--- src/rtl/nvic_pkg.sv ---
package nvic_pkg;
  typedef enum logic [2:0] {
    FLD_ENABLE = 3'd0,
    FLD_PRIO   = 3'd1,
    FLD_SRC    = 3'd2,
    FLD_SETP   = 3'd3,
    FLD_CLRP   = 3'd4,
    FLD_ADDR   = 3'd5
  } cfg_field_e;

  typedef enum logic [1:0] {
    SRC_FIXED  = 2'd0,
    SRC_DMA    = 2'd1,
    SRC_ROUTED = 2'd2,
    SRC_NONE   = 2'd3
  } src_sel_e;
endpackage

--- src/rtl/nvic_pend_bank.sv ---
module nvic_pend_bank
  import nvic_pkg::*;
#(
  parameter int NVEC = 32
) (
  input  logic            clk,
  input  logic            rst_n,
  input  logic [NVEC-1:0] src_fixed,
  input  logic [NVEC-1:0] src_dma,
  input  logic [NVEC-1:0] src_routed,
  input  src_sel_e        sel [NVEC],
  input  logic [NVEC-1:0] set_mask,
  input  logic [NVEC-1:0] clr_mask,
  input  logic [NVEC-1:0] ack_mask,
  output logic [NVEC-1:0] pend
);
  logic [NVEC-1:0] line;
  logic [NVEC-1:0] prev_q;
  logic [NVEC-1:0] pend_d;

  for (genvar i = 0; i < NVEC; i++) begin : g_vec
    always_comb begin
      unique case (sel[i])
        SRC_FIXED:  line[i] = src_fixed[i];
        SRC_DMA:    line[i] = src_dma[i];
        SRC_ROUTED: line[i] = src_routed[i];
        default:    line[i] = 1'b0;
      endcase
    end
  end

  always_comb begin
    pend_d = ((pend & ~ack_mask) | (line & ~prev_q) | set_mask) & ~clr_mask;
  end

  always_ff @(posedge clk or negedge rst_n) begin
    if (!rst_n) begin
      prev_q <= '0;
      pend   <= '0;
    end else begin
      prev_q <= line;
      pend   <= pend_d;
    end
  end
endmodule

--- src/rtl/nvic_arbiter.sv ---
module nvic_arbiter #(
  parameter int NVEC = 32,
  parameter int PW   = 3,
  localparam int VW  = $clog2(NVEC)
) (
  input  logic [NVEC-1:0] cand,
  input  logic [PW-1:0]   prio [NVEC],
  output logic            found,
  output logic [VW-1:0]   best_idx,
  output logic [PW-1:0]   best_prio
);
  always_comb begin
    found     = 1'b0;
    best_idx  = '0;
    best_prio = '1;
    for (int i = 0; i < NVEC; i++) begin
      if (cand[i] && (!found || (prio[i] < best_prio))) begin
        found     = 1'b1;
        best_idx  = VW'(i);
        best_prio = prio[i];
      end
    end
  end
endmodule

--- src/rtl/nvic_level_stack.sv ---
module nvic_level_stack #(
  parameter int DEPTH = 8,
  parameter int PW    = 3,
  localparam int CW   = $clog2(DEPTH + 1)
) (
  input  logic          clk,
  input  logic          rst_n,
  input  logic          push,
  input  logic [PW-1:0] push_prio,
  input  logic          pop,
  output logic [CW-1:0] depth,
  output logic          empty,
  output logic [PW-1:0] top_prio
);
  logic [PW-1:0] stk_q [DEPTH];
  logic [PW-1:0] stk_d [DEPTH];
  logic [CW-1:0] cnt_q, cnt_d;

  always_comb begin
    cnt_d = cnt_q;
    stk_d = stk_q;
    if (pop && (cnt_q != '0)) begin
      cnt_d = cnt_q - 1'b1;
    end else if (push && (cnt_q < CW'(DEPTH))) begin
      stk_d[cnt_q[$clog2(DEPTH)-1:0]] = push_prio;
      cnt_d = cnt_q + 1'b1;
    end
  end

  always_ff @(posedge clk or negedge rst_n) begin
    if (!rst_n) begin
      cnt_q <= '0;
      for (int i = 0; i < DEPTH; i++) stk_q[i] <= '0;
    end else begin
      cnt_q <= cnt_d;
      stk_q <= stk_d;
    end
  end

  assign depth    = cnt_q;
  assign empty    = (cnt_q == '0);
  assign top_prio = empty ? '1 : stk_q[$clog2(DEPTH)'(cnt_q - 1'b1)];
endmodule

--- src/rtl/nest_vic.sv ---
module nest_vic
  import nvic_pkg::*;
#(
  parameter int NVEC   = 32,
  parameter int NPRIO  = 8,
  parameter int DEPTH  = 8,
  parameter int AW     = 16,
  localparam int VW    = $clog2(NVEC),
  localparam int PW    = $clog2(NPRIO),
  localparam int CW    = $clog2(DEPTH + 1)
) (
  input  logic            clk,
  input  logic            rst_n,
  input  logic [NVEC-1:0] src_fixed,
  input  logic [NVEC-1:0] src_dma,
  input  logic [NVEC-1:0] src_routed,
  input  logic            cfg_we,
  input  logic [2:0]      cfg_field,
  input  logic [VW-1:0]   cfg_idx,
  input  logic [AW-1:0]   cfg_data,
  input  logic            ack,
  input  logic            reti,
  output logic            irq_req,
  output logic [VW-1:0]   irq_vec,
  output logic [PW-1:0]   irq_prio,
  output logic [AW-1:0]   irq_addr
);
  // reset: asserted asynchronously, released on the clock
  logic [1:0] rst_pipe_q;
  logic       rst_sync_n;

  always_ff @(posedge clk or negedge rst_n) begin
    if (!rst_n) rst_pipe_q <= '0;
    else        rst_pipe_q <= {rst_pipe_q[0], 1'b1};
  end
  assign rst_sync_n = rst_pipe_q[1];

  // per-vector configuration
  logic [NVEC-1:0] en_q, en_d;
  logic [PW-1:0]   prio_q [NVEC];
  logic [PW-1:0]   prio_d [NVEC];
  src_sel_e        sel_q  [NVEC];
  src_sel_e        sel_d  [NVEC];
  logic [AW-1:0]   addr_q [NVEC];
  logic [AW-1:0]   addr_d [NVEC];
  logic [NVEC-1:0] set_mask, clr_mask, ack_mask;
  logic [NVEC-1:0] hit;

  always_comb begin
    hit      = '0;
    hit[cfg_idx] = cfg_we;
    en_d     = en_q;
    prio_d   = prio_q;
    sel_d    = sel_q;
    addr_d   = addr_q;
    set_mask = '0;
    clr_mask = '0;
    if (cfg_we) begin
      unique case (cfg_field)
        FLD_ENABLE: en_d[cfg_idx]   = cfg_data[0];
        FLD_PRIO:   prio_d[cfg_idx] = cfg_data[PW-1:0];
        FLD_SRC:    sel_d[cfg_idx]  = src_sel_e'(cfg_data[1:0]);
        FLD_SETP:   set_mask        = hit;
        FLD_CLRP:   clr_mask        = hit;
        FLD_ADDR:   addr_d[cfg_idx] = cfg_data;
        default:    ;
      endcase
    end
  end

  always_ff @(posedge clk or negedge rst_sync_n) begin
    if (!rst_sync_n) begin
      en_q <= '0;
      for (int i = 0; i < NVEC; i++) begin
        prio_q[i] <= '1;
        sel_q[i]  <= SRC_NONE;
        addr_q[i] <= '0;
      end
    end else if (cfg_we) begin
      en_q   <= en_d;
      prio_q <= prio_d;
      sel_q  <= sel_d;
      addr_q <= addr_d;
    end
  end

  // pending capture
  logic [NVEC-1:0] pend_q;

  nvic_pend_bank #(.NVEC(NVEC)) u_pend (
    .clk        (clk),
    .rst_n      (rst_sync_n),
    .src_fixed  (src_fixed),
    .src_dma    (src_dma),
    .src_routed (src_routed),
    .sel        (sel_q),
    .set_mask   (set_mask),
    .clr_mask   (clr_mask),
    .ack_mask   (ack_mask),
    .pend       (pend_q)
  );

  // selection
  logic          found;
  logic [VW-1:0] best_idx;
  logic [PW-1:0] best_prio;

  nvic_arbiter #(.NVEC(NVEC), .PW(PW)) u_arb (
    .cand      (pend_q & en_q),
    .prio      (prio_q),
    .found     (found),
    .best_idx  (best_idx),
    .best_prio (best_prio)
  );

  // active level tracking
  logic          stk_empty;
  logic [PW-1:0] top_prio;
  logic [CW-1:0] act_depth;
  logic          take;

  assign irq_req = found && (stk_empty || (best_prio < top_prio));
  assign take    = ack && irq_req && !reti;

  always_comb begin
    ack_mask = '0;
    ack_mask[best_idx] = take;
  end

  nvic_level_stack #(.DEPTH(DEPTH), .PW(PW)) u_stk (
    .clk       (clk),
    .rst_n     (rst_sync_n),
    .push      (take),
    .push_prio (best_prio),
    .pop       (reti),
    .depth     (act_depth),
    .empty     (stk_empty),
    .top_prio  (top_prio)
  );

  assign irq_vec  = best_idx;
  assign irq_prio = best_prio;
  assign irq_addr = addr_q[best_idx];
endmodule

--- config.mk ---
export PLATFORM = sky130hd
export DESIGN_NAME = nest_vic
export DESIGN_NICKNAME = d
export VERILOG_FILES = /design/src/rtl/nvic_pkg.sv /design/src/rtl/nvic_pend_bank.sv /design/src/rtl/nvic_arbiter.sv /design/src/rtl/nvic_level_stack.sv /design/src/rtl/nest_vic.sv
export SDC_FILE = /design/constraint.sdc
export NUM_CORES = 2
export LEC_CHECK = 0
export ABC_AREA = 0
export BUFFER_PORTS_ARGS = -buffer_cell sky130_fd_sc_hd__buf_2
export CORE_MARGIN = 2
export CORE_UTILIZATION = 50
export CTS_CLUSTER_SIZE = 20
export DETAILED_ROUTE_END_ITERATION = 8
export GPL_TIMING_DRIVEN = 0
export HOLD_SLACK_MARGIN = 0.03
export PLACE_DENSITY = 0.73
export SYNTH_ARGS = -nofsm -noshare
export SYNTH_HDL_FRONTEND = slang
export SYNTH_SLANG_ARGS = --single-unit
export TNS_END_PERCENT = 50
--- constraint.sdc ---
create_clock -name clk -period 124.7 [get_ports clk]
set_input_delay 6.235 -clock clk [delete_from_list [all_inputs] [get_ports clk]]
set_output_delay 6.235 -clock clk [all_outputs]
set_load 0.05 [all_outputs]
; Word-level counts from Yosys, hierarchy flattened
; Cells that the tools add are included.
[op_classes]
mux = 157
order_cmp = 43
add_sub_neg = 2
bitwise_logic = 16
reduce_logical = 145
eq_ne = 69
[ops]
columns = operator, n
row1 = 512-bit bitwise mux, 1
row2 = 32-bit AND, 6
row3 = 32-bit 2-to-1 mux, 4
row4 = 3-bit 2-to-1 mux, 41
row5 = 96-bit bitwise mux, 1
row6 = 3-bit less-than comparator, 32
row7 = 32-bit inverter, 3
row8 = 1-bit one-hot mux with 3 select lines, 32
row9 = 16-bit binary-select mux with 5-bit select, 1
row10 = 16-bit demux with 5-bit select, 1
row11 = 5-bit 2-to-1 mux, 16
row12 = 64-bit bitwise mux, 1
row13 = 2-bit by 1-bit equality test with 1-bit output (second input constant), 32
row14 = 2-bit equality test (second input constant), 32
row15 = 2-bit zero test, 32
row16 = 32-bit OR, 2
row17 = 16-bit 2-to-1 mux, 3
row18 = 1-bit logical AND, 40
row19 = 4-bit 2-to-1 mux, 10
row20 = 1-bit 2-to-1 mux, 35
row21 = 32-bit bitwise mux, 1
row22 = 1-bit zero test, 32
row23 = 1-bit logical OR, 32
row24 = 24-bit bitwise mux, 1
row25 = 26 further kinds, 41
[word_totals]
out_inout_bits = 25
reg_bits = 798

; Depth between registers and ports, before layout
[depth]
depth_word = 137
ltp_mapped = 248

; Modules after synthesis
; From an unflattened synthesis, not the netlist that was laid out.
[hier_totals]
cells_unflattened = 3727
hier_area_um2 = 43255.2
[modules_own_cells]
columns = mod, instances, seq_area_each_um2, cells_each, area_per_inst_um2
row1 = nest_vic, 1, 17867.1, 2487, 32795.2
row2 = nvic_arbiter, 1, 0.0, 789, 5172.5
row3 = nvic_pend_bank, 1, 1601.5, 352, 3883.7
row4 = nvic_level_stack, 1, 700.7, 99, 1403.8

; Worst setup path after synthesis
; OpenSTA, ideal clock, no wires.
[synth_path]
path_type = reg-to-output
start = register u_pend.pend[0]
end = output irq_req
arrival_time_ns = 40.149
path_stages_with_launch = 235
setup_slack_ns = 78.316
path_cell_list = dfrtp_1 > nand2_1 > o22ai_1 > ha_1 > nor2_1 > o21ba_1 > nor3_1 > mux2i_1 > buf_4 > o21ai_0 > inv_1 > ha_1 > nand2_1 > a21o_1 > a32oi_2 > nor2_1 > a21oi_1 > inv_1 > (+199 left out) > nor2_1 > a21oi_1 > ha_1 > a211o_1 > nor2_1 > o311a_1 > o21ai_1 > clkbuf_1 > nand2_1 > o21ai_1 > ha_1 > nor2_1 > a21oi_1 > o211a_1 > o21a_1 > clkbuf_1 > clkbuf_1 > nor2_1
[synth_via]
elab_chain_len = 129
elab_cells_between_ends = 192
[synth_rtl]
columns = item, line
row1 = "start, declared", nvic_pend_bank.sv:15  ; output logic [NVEC-1:0] pend
row2 = "start signal, assigned", nvic_pend_bank.sv:42  ; pend <= pend_d;
row3 = 32-bit AND (*), nest_vic.sv:109  ; .cand (pend_q & en_q),
row4 = 3-bit 2-to-1 mux or 1-bit 2-to-1 mux (tied branches), nvic_arbiter.sv:17  ; if (cand[i] && (!found || (prio[i] < best_prio))) begin
row5 = 3-bit less-than comparator or 1-bit zero test (tied branches), nvic_arbiter.sv:17
row6 = 1-bit logical OR, nvic_arbiter.sv:17
row7 = 1-bit logical AND, nvic_arbiter.sv:17
row8 = 3-bit 2-to-1 mux or 1-bit 2-to-1 mux (tied branches), nvic_arbiter.sv:17
row9 = 3-bit less-than comparator or 1-bit zero test (tied branches), nvic_arbiter.sv:17
row10 = 1-bit logical OR, nvic_arbiter.sv:17
row11 = (+114 left out), n/a
row12 = 3-bit less-than comparator or 1-bit zero test (tied branches), nvic_arbiter.sv:17
row13 = 1-bit logical OR, nvic_arbiter.sv:17
row14 = 1-bit logical AND, nvic_arbiter.sv:17
row15 = 3-bit 2-to-1 mux (*), nvic_arbiter.sv:17
row16 = via irq_prio[1], nest_vic.sv:25  ; output logic [PW-1:0] irq_prio,
row17 = 3-bit less-than comparator (*), nest_vic.sv:122  ; assign irq_req = found && (stk_empty || (best_prio < top_prio));
row18 = 1-bit logical OR (*), nest_vic.sv:122
row19 = 1-bit logical AND (*), nest_vic.sv:122
row20 = "end, declared", nest_vic.sv:23  ; output logic irq_req,
; Mark *: on every way through the listed nets, which the timed path passes. The rest lies on a longest branch.

; Worst setup path in the final report
[layout_path]
start = register en_q[0]
end = output irq_addr[3]
[layout_via]
elab_chain_len = 130
elab_cells_between_ends = 222
[layout_rtl]
columns = item, line
row1 = "start, declared", nest_vic.sv:39  ; logic [NVEC-1:0] en_q, en_d;
row2 = "start signal, assigned", nest_vic.sv:80  ; en_q <= en_d;
row3 = 32-bit AND (*), nest_vic.sv:109
row4 = 3-bit 2-to-1 mux or 1-bit 2-to-1 mux (tied branches), nvic_arbiter.sv:17
row5 = 3-bit less-than comparator or 1-bit zero test (tied branches), nvic_arbiter.sv:17
row6 = 1-bit logical OR, nvic_arbiter.sv:17
row7 = 1-bit logical AND, nvic_arbiter.sv:17
row8 = 3-bit 2-to-1 mux or 1-bit 2-to-1 mux (tied branches), nvic_arbiter.sv:17
row9 = 3-bit less-than comparator or 1-bit zero test (tied branches), nvic_arbiter.sv:17
row10 = 1-bit logical OR, nvic_arbiter.sv:17
row11 = (+113 left out), n/a
row12 = 3-bit 2-to-1 mux or 1-bit 2-to-1 mux (tied branches), nvic_arbiter.sv:17
row13 = 3-bit less-than comparator or 1-bit zero test (tied branches), nvic_arbiter.sv:17
row14 = 1-bit logical OR, nvic_arbiter.sv:17
row15 = 1-bit logical AND, nvic_arbiter.sv:17
row16 = 5-bit 2-to-1 mux (*), nvic_arbiter.sv:17
row17 = 5-bit inverter with 6-bit output (implied by the code) (*), nest_vic.sv:143  ; assign irq_addr = addr_q[best_idx];
row18 = 16-bit binary-select mux with 5-bit select (*), nest_vic.sv:143
row19 = 16-bit 2-to-1 mux (implied by the code) (*) (2 in series), nest_vic.sv:143
row20 = "end, declared", nest_vic.sv:26  ; output logic [AW-1:0] irq_addr
; Every way passes the cells marked *; elsewhere a longest branch is shown, timed or not. The select of a mux whose other input is x is not followed.

==> flow_metrics.py <==
metrics = {
    "yosys": {
        "synth_compound_area_share_pct": 11.8,
        "synth_adder_area_share_pct": 1.26,
        "synthFlopType": "dfrtp_1",
        "synth-simple-area-share_pct": 11.7,
        "ys_warn_count": 0,
        "synth_xor_area_share_pct": 0.0204,
        "synth-seq-cells": 798,
        "ys_types": 113,
        "synth_area_um2": 42800,
        "yosysTopAreaCell": "dfrtp_1",
        "syn_inst": 3899,
        "netlist.area_leader.share_pct": 37.3,
        "synth_top_family_by_area": "multiplexers",
        "synth.area.top_cells": "dfrtp_1 37%, mux2_2 20%, dfstp_2 9.8%",
        "async_flop_share_pct": 100,
        "synth_edf_count": 0,
        "synth_fp_nets": 4059,
        "yosysSeqAreaShare_pct": 47.1,
        "syn_area_per_cell_um2": 11.0,
        "synth_mux_area_share_pct": 25.1,
    },
    "placed_design": {
        "dp_hpwl_um": 102000,
        "pre_cts_slack_ns": 70.46,
        "numPortBuffers": 142,
        "dpl_cell_area_um2": 45400,
        "gp_congestion": 0.979,
        "place_inst": 5198,
    },
    "status": {
        "violations": "DRC, capacitance limit, slew limit",
        "status": "complete, but fails checks",
    },
    "routing": {
        "wl_um": 139000,
        "dr.pass1.iters": 9,
        "detail-route-antenna-nets": 0,
        "drtIter0Drc": 3448,
        "routedWlPerCell_um": 26.0,
        "num_vias": 34000,
        "routed_via_density": 6.35,
        "drc": 1,
    },
    "timing": {
        "max_freq_ghz": 0.0177,
        "fin_tns_setup_ns": 0,
        "layout_min_cycle_time_ns": 56.35,
        "relSlewSlack_pct": -1.33,
        "tightest_slew_ns": 1.52,
        "skew_ns": 0.0301,
        "setup_viol": 0,
        "drv_slew": 11,
        "rsz0062_at_grt": "no",
        "timing.final.crit_share_pct": 45.2,
        "hold_viol_final": 0,
        "setup_slack_ns": 68.35,
    },
    "power_and_ir_drop": {
        "p_seq_share_pct": 31.5,
        "clockPowerShare_pct": 29.1,
        "p_int_uw": 533,
        "ir_drop_mv": 0.0185,
        "power.share.combinational_pct": 39.4,
        "p_sw_share_pct": 41.8,
        "leakage_uw": 0.0218,
        "p_switching_uw": 384,
        "power.density_nw_per_um2": 19.0,
    },
    "clock_tree": {
        "ctsResizeCount": 0,
        "cts_inserted_buffers": 88,
        "post-cts-setup-buffer-count": 0,
        "numClockSinks": 798,
        "clk_latency_ns": 0.67,
        "clock-root-buffer": "clkbuf_16",
        "h-tree-depth": 3,
        "ctsHoldBuffers": 0,
        "clkTransAtPathRegs_ns": 0.06,
        "cts_tree": "yes",
        "clockBufferDepth": 3,
    },
    "final_layout": {
        "stdcell_count": 5362,
        "multi_input_area_um2": 21400,
        "nNetsFinal": 4304,
        "fillers": 7175,
        "register_area_um2": 20200,
        "final_area_um2": 48300,
        "area_growth_syn_to_layout_pct": 12.8,
        "layout-drive-gt1-share_pct": 31.1,
    },
    "critical_path": {
        "critPathKind": "register to primary output",
        "rr_worst_depth": 236,
        "critPathSlowestCell": "nor2b_1",
        "reg2reg_from": "en_q[0]$_DFFE_PN0P_",
        "crit_required_ns": 118.46,
        "cpMostUsedCell": "ha_1",
        "startpoint_type": "register",
        "critPathMaxFanout": 10,
        "rrSetupSlack_ns": 75.43,
        "critPathCaptureType": "primary output",
        "cpPeakStageDelay_ns": 0.84,
        "r2r-end": "u_pend.pend[6]$_DFF_PN0_",
        "critPathArrivalTime_ns": 50.11,
    },
    "global_route": {
        "antenna_found_initial": 9,
        "grt_max_degree": 73,
        "track_usage_pct": 31.1,
        "overflow": 0,
        "grt_pass1_wl_um": 208000,
        "grt_pass1_vias": 33400,
    },
    "die": {
        "die_area_um2": 88000,
        "num_rows": 107,
        "die_h_um": 297,
        "num_io_pins": 150,
        "core_um2": 85000,
        "dieWidth_um": 297,
        "initial_core_util_pct": 50.4,
    },
    "run": {
        "maxCapViolCount": 1,
    },
    "min_path": {
        "hold_path_class": "register to asynchronous set/reset pin",
    },
}
-- cell type report --
cell class	instances	share of cell area, %
multi-input combinational	2773	44.3
antenna	2	0.0104
inverter	93	0.722
tap	1144	2.96
clock inverter	33	0.738
timing repair buffer	155	2.21
clock buffer	129	5.38
sequential	798	41.7
buffer	235	1.94
-- state kept, by name, summed over array words and instances (netlist names) --
| name | cells |
|---|---|
| addr_q | 512 |
| u_stk.stk_q | 24 |
| rst_pipe_q | 2 |
| u_stk.depth | 4 |
| u_pend.pend | 32 |
| u_pend.prev_q | 32 |
| en_q | 32 |
| prio_q | 96 |
| sel_q | 64 |
-- worst max-delay path by stage --
stage	start	slack (ns)	to	depth (start not counted)
after detailed placement	u_pend.pend[0]$_DFF_PN0_	70.46	irq_req	235
final	en_q[0]$_DFFE_PN0P_	68.35	irq_addr[3]	233
after floorplan	u_pend.pend[0]$_DFF_PN0_	78.32	irq_req	234
after global placement	en_q[0]$_DFFE_PN0P_	70.59	irq_addr[1]	233
after global routing	en_q[0]$_DFFE_PN0P_	64.85	irq_req	235
after CTS	en_q[0]$_DFFE_PN0P_	69.48	irq_req	236
-- critical path: cells and delay by family (launching register included) --
family	cells	cell delay [ns]
compound gates	76	17.08
simple gates	76	14.54
fa+ha+maj	30	6.95
mux	18	5.19
buf+inv	33	5.13
flops	1	0.45
-- per-stage QoR --
stage / hold WS, ns / util [%] / power, uW
3_5_place_dp: 0.340 / 53.4 / 639
4_1_cts: 0.354 / 56.8 / 905
2_1_floorplan: 0.331 / - / 511
6_report: 0.349 / 56.8 / 917
5_1_grt: 0.368 / 56.8 / 945
3_3_place_gp: 0.336 / 52.9 / 635
-- power by group through the flow --
stage                     clock (uW)  sequential [uW]  combinational [uW]
after CTS                        269              289                 348
final                            267              289                 361
after global routing             280              291                 374
after floorplan                    0              293                 218
after detailed placement           0              293                 346
after global placement             0              298                 338
-- placed cells by master (no fill, tap or decap), types with 148 or more instances in the layout --
cell      instances
mux2_2          750
mux2i_1         181
nand3_1         159
clkbuf_1        213
a21oi_1         148
buf_2           160
dfrtp_1         637
nor2_1          191
dfstp_2         160
nand2_1         329
o21ai_0         179
-- logic make-up after synthesis --
family / after synthesis
other: 1
AO/OA/AOI/OAI: 743
buffers and inverters: 328
multiplexers: 966
adder cells (fa/ha/maj): 45
XOR/XNOR: 1
AND/OR/NAND/NOR: 1017
flip-flops: 798
-- per-layer routing --
| metal | up-vias | GRT usage (%) | share of wire [%] |
|---|---|---|---|
| met5 | - | 0 | 0.076 |
| met4 | 16 | 19.8 | 7.2 |
| met3 | 459 | 7.23 | 8.5 |
| met2 | 1587 | 46.7 | 44 |
| met1 | 17100 | 40.4 | 41 |
| li1 | 14900 | - | - |
-- Yosys cell counts, types with 29 or more instances --
library cell,count
a21o_1,29
nor3_1,53
nand3_1,159
o22ai_1,44
dfrtp_1,638
nand2b_1,56
clkbuf_1,195
mux2_2,750
dfstp_2,160
ha_1,35
nand4_1,29
nor2_1,191
o21ai_0,179
nand2_1,329
mux2i_1,181
o22a_1,37
inv_1,91
a21oi_1,148
(Power assumes the default switching activity.)
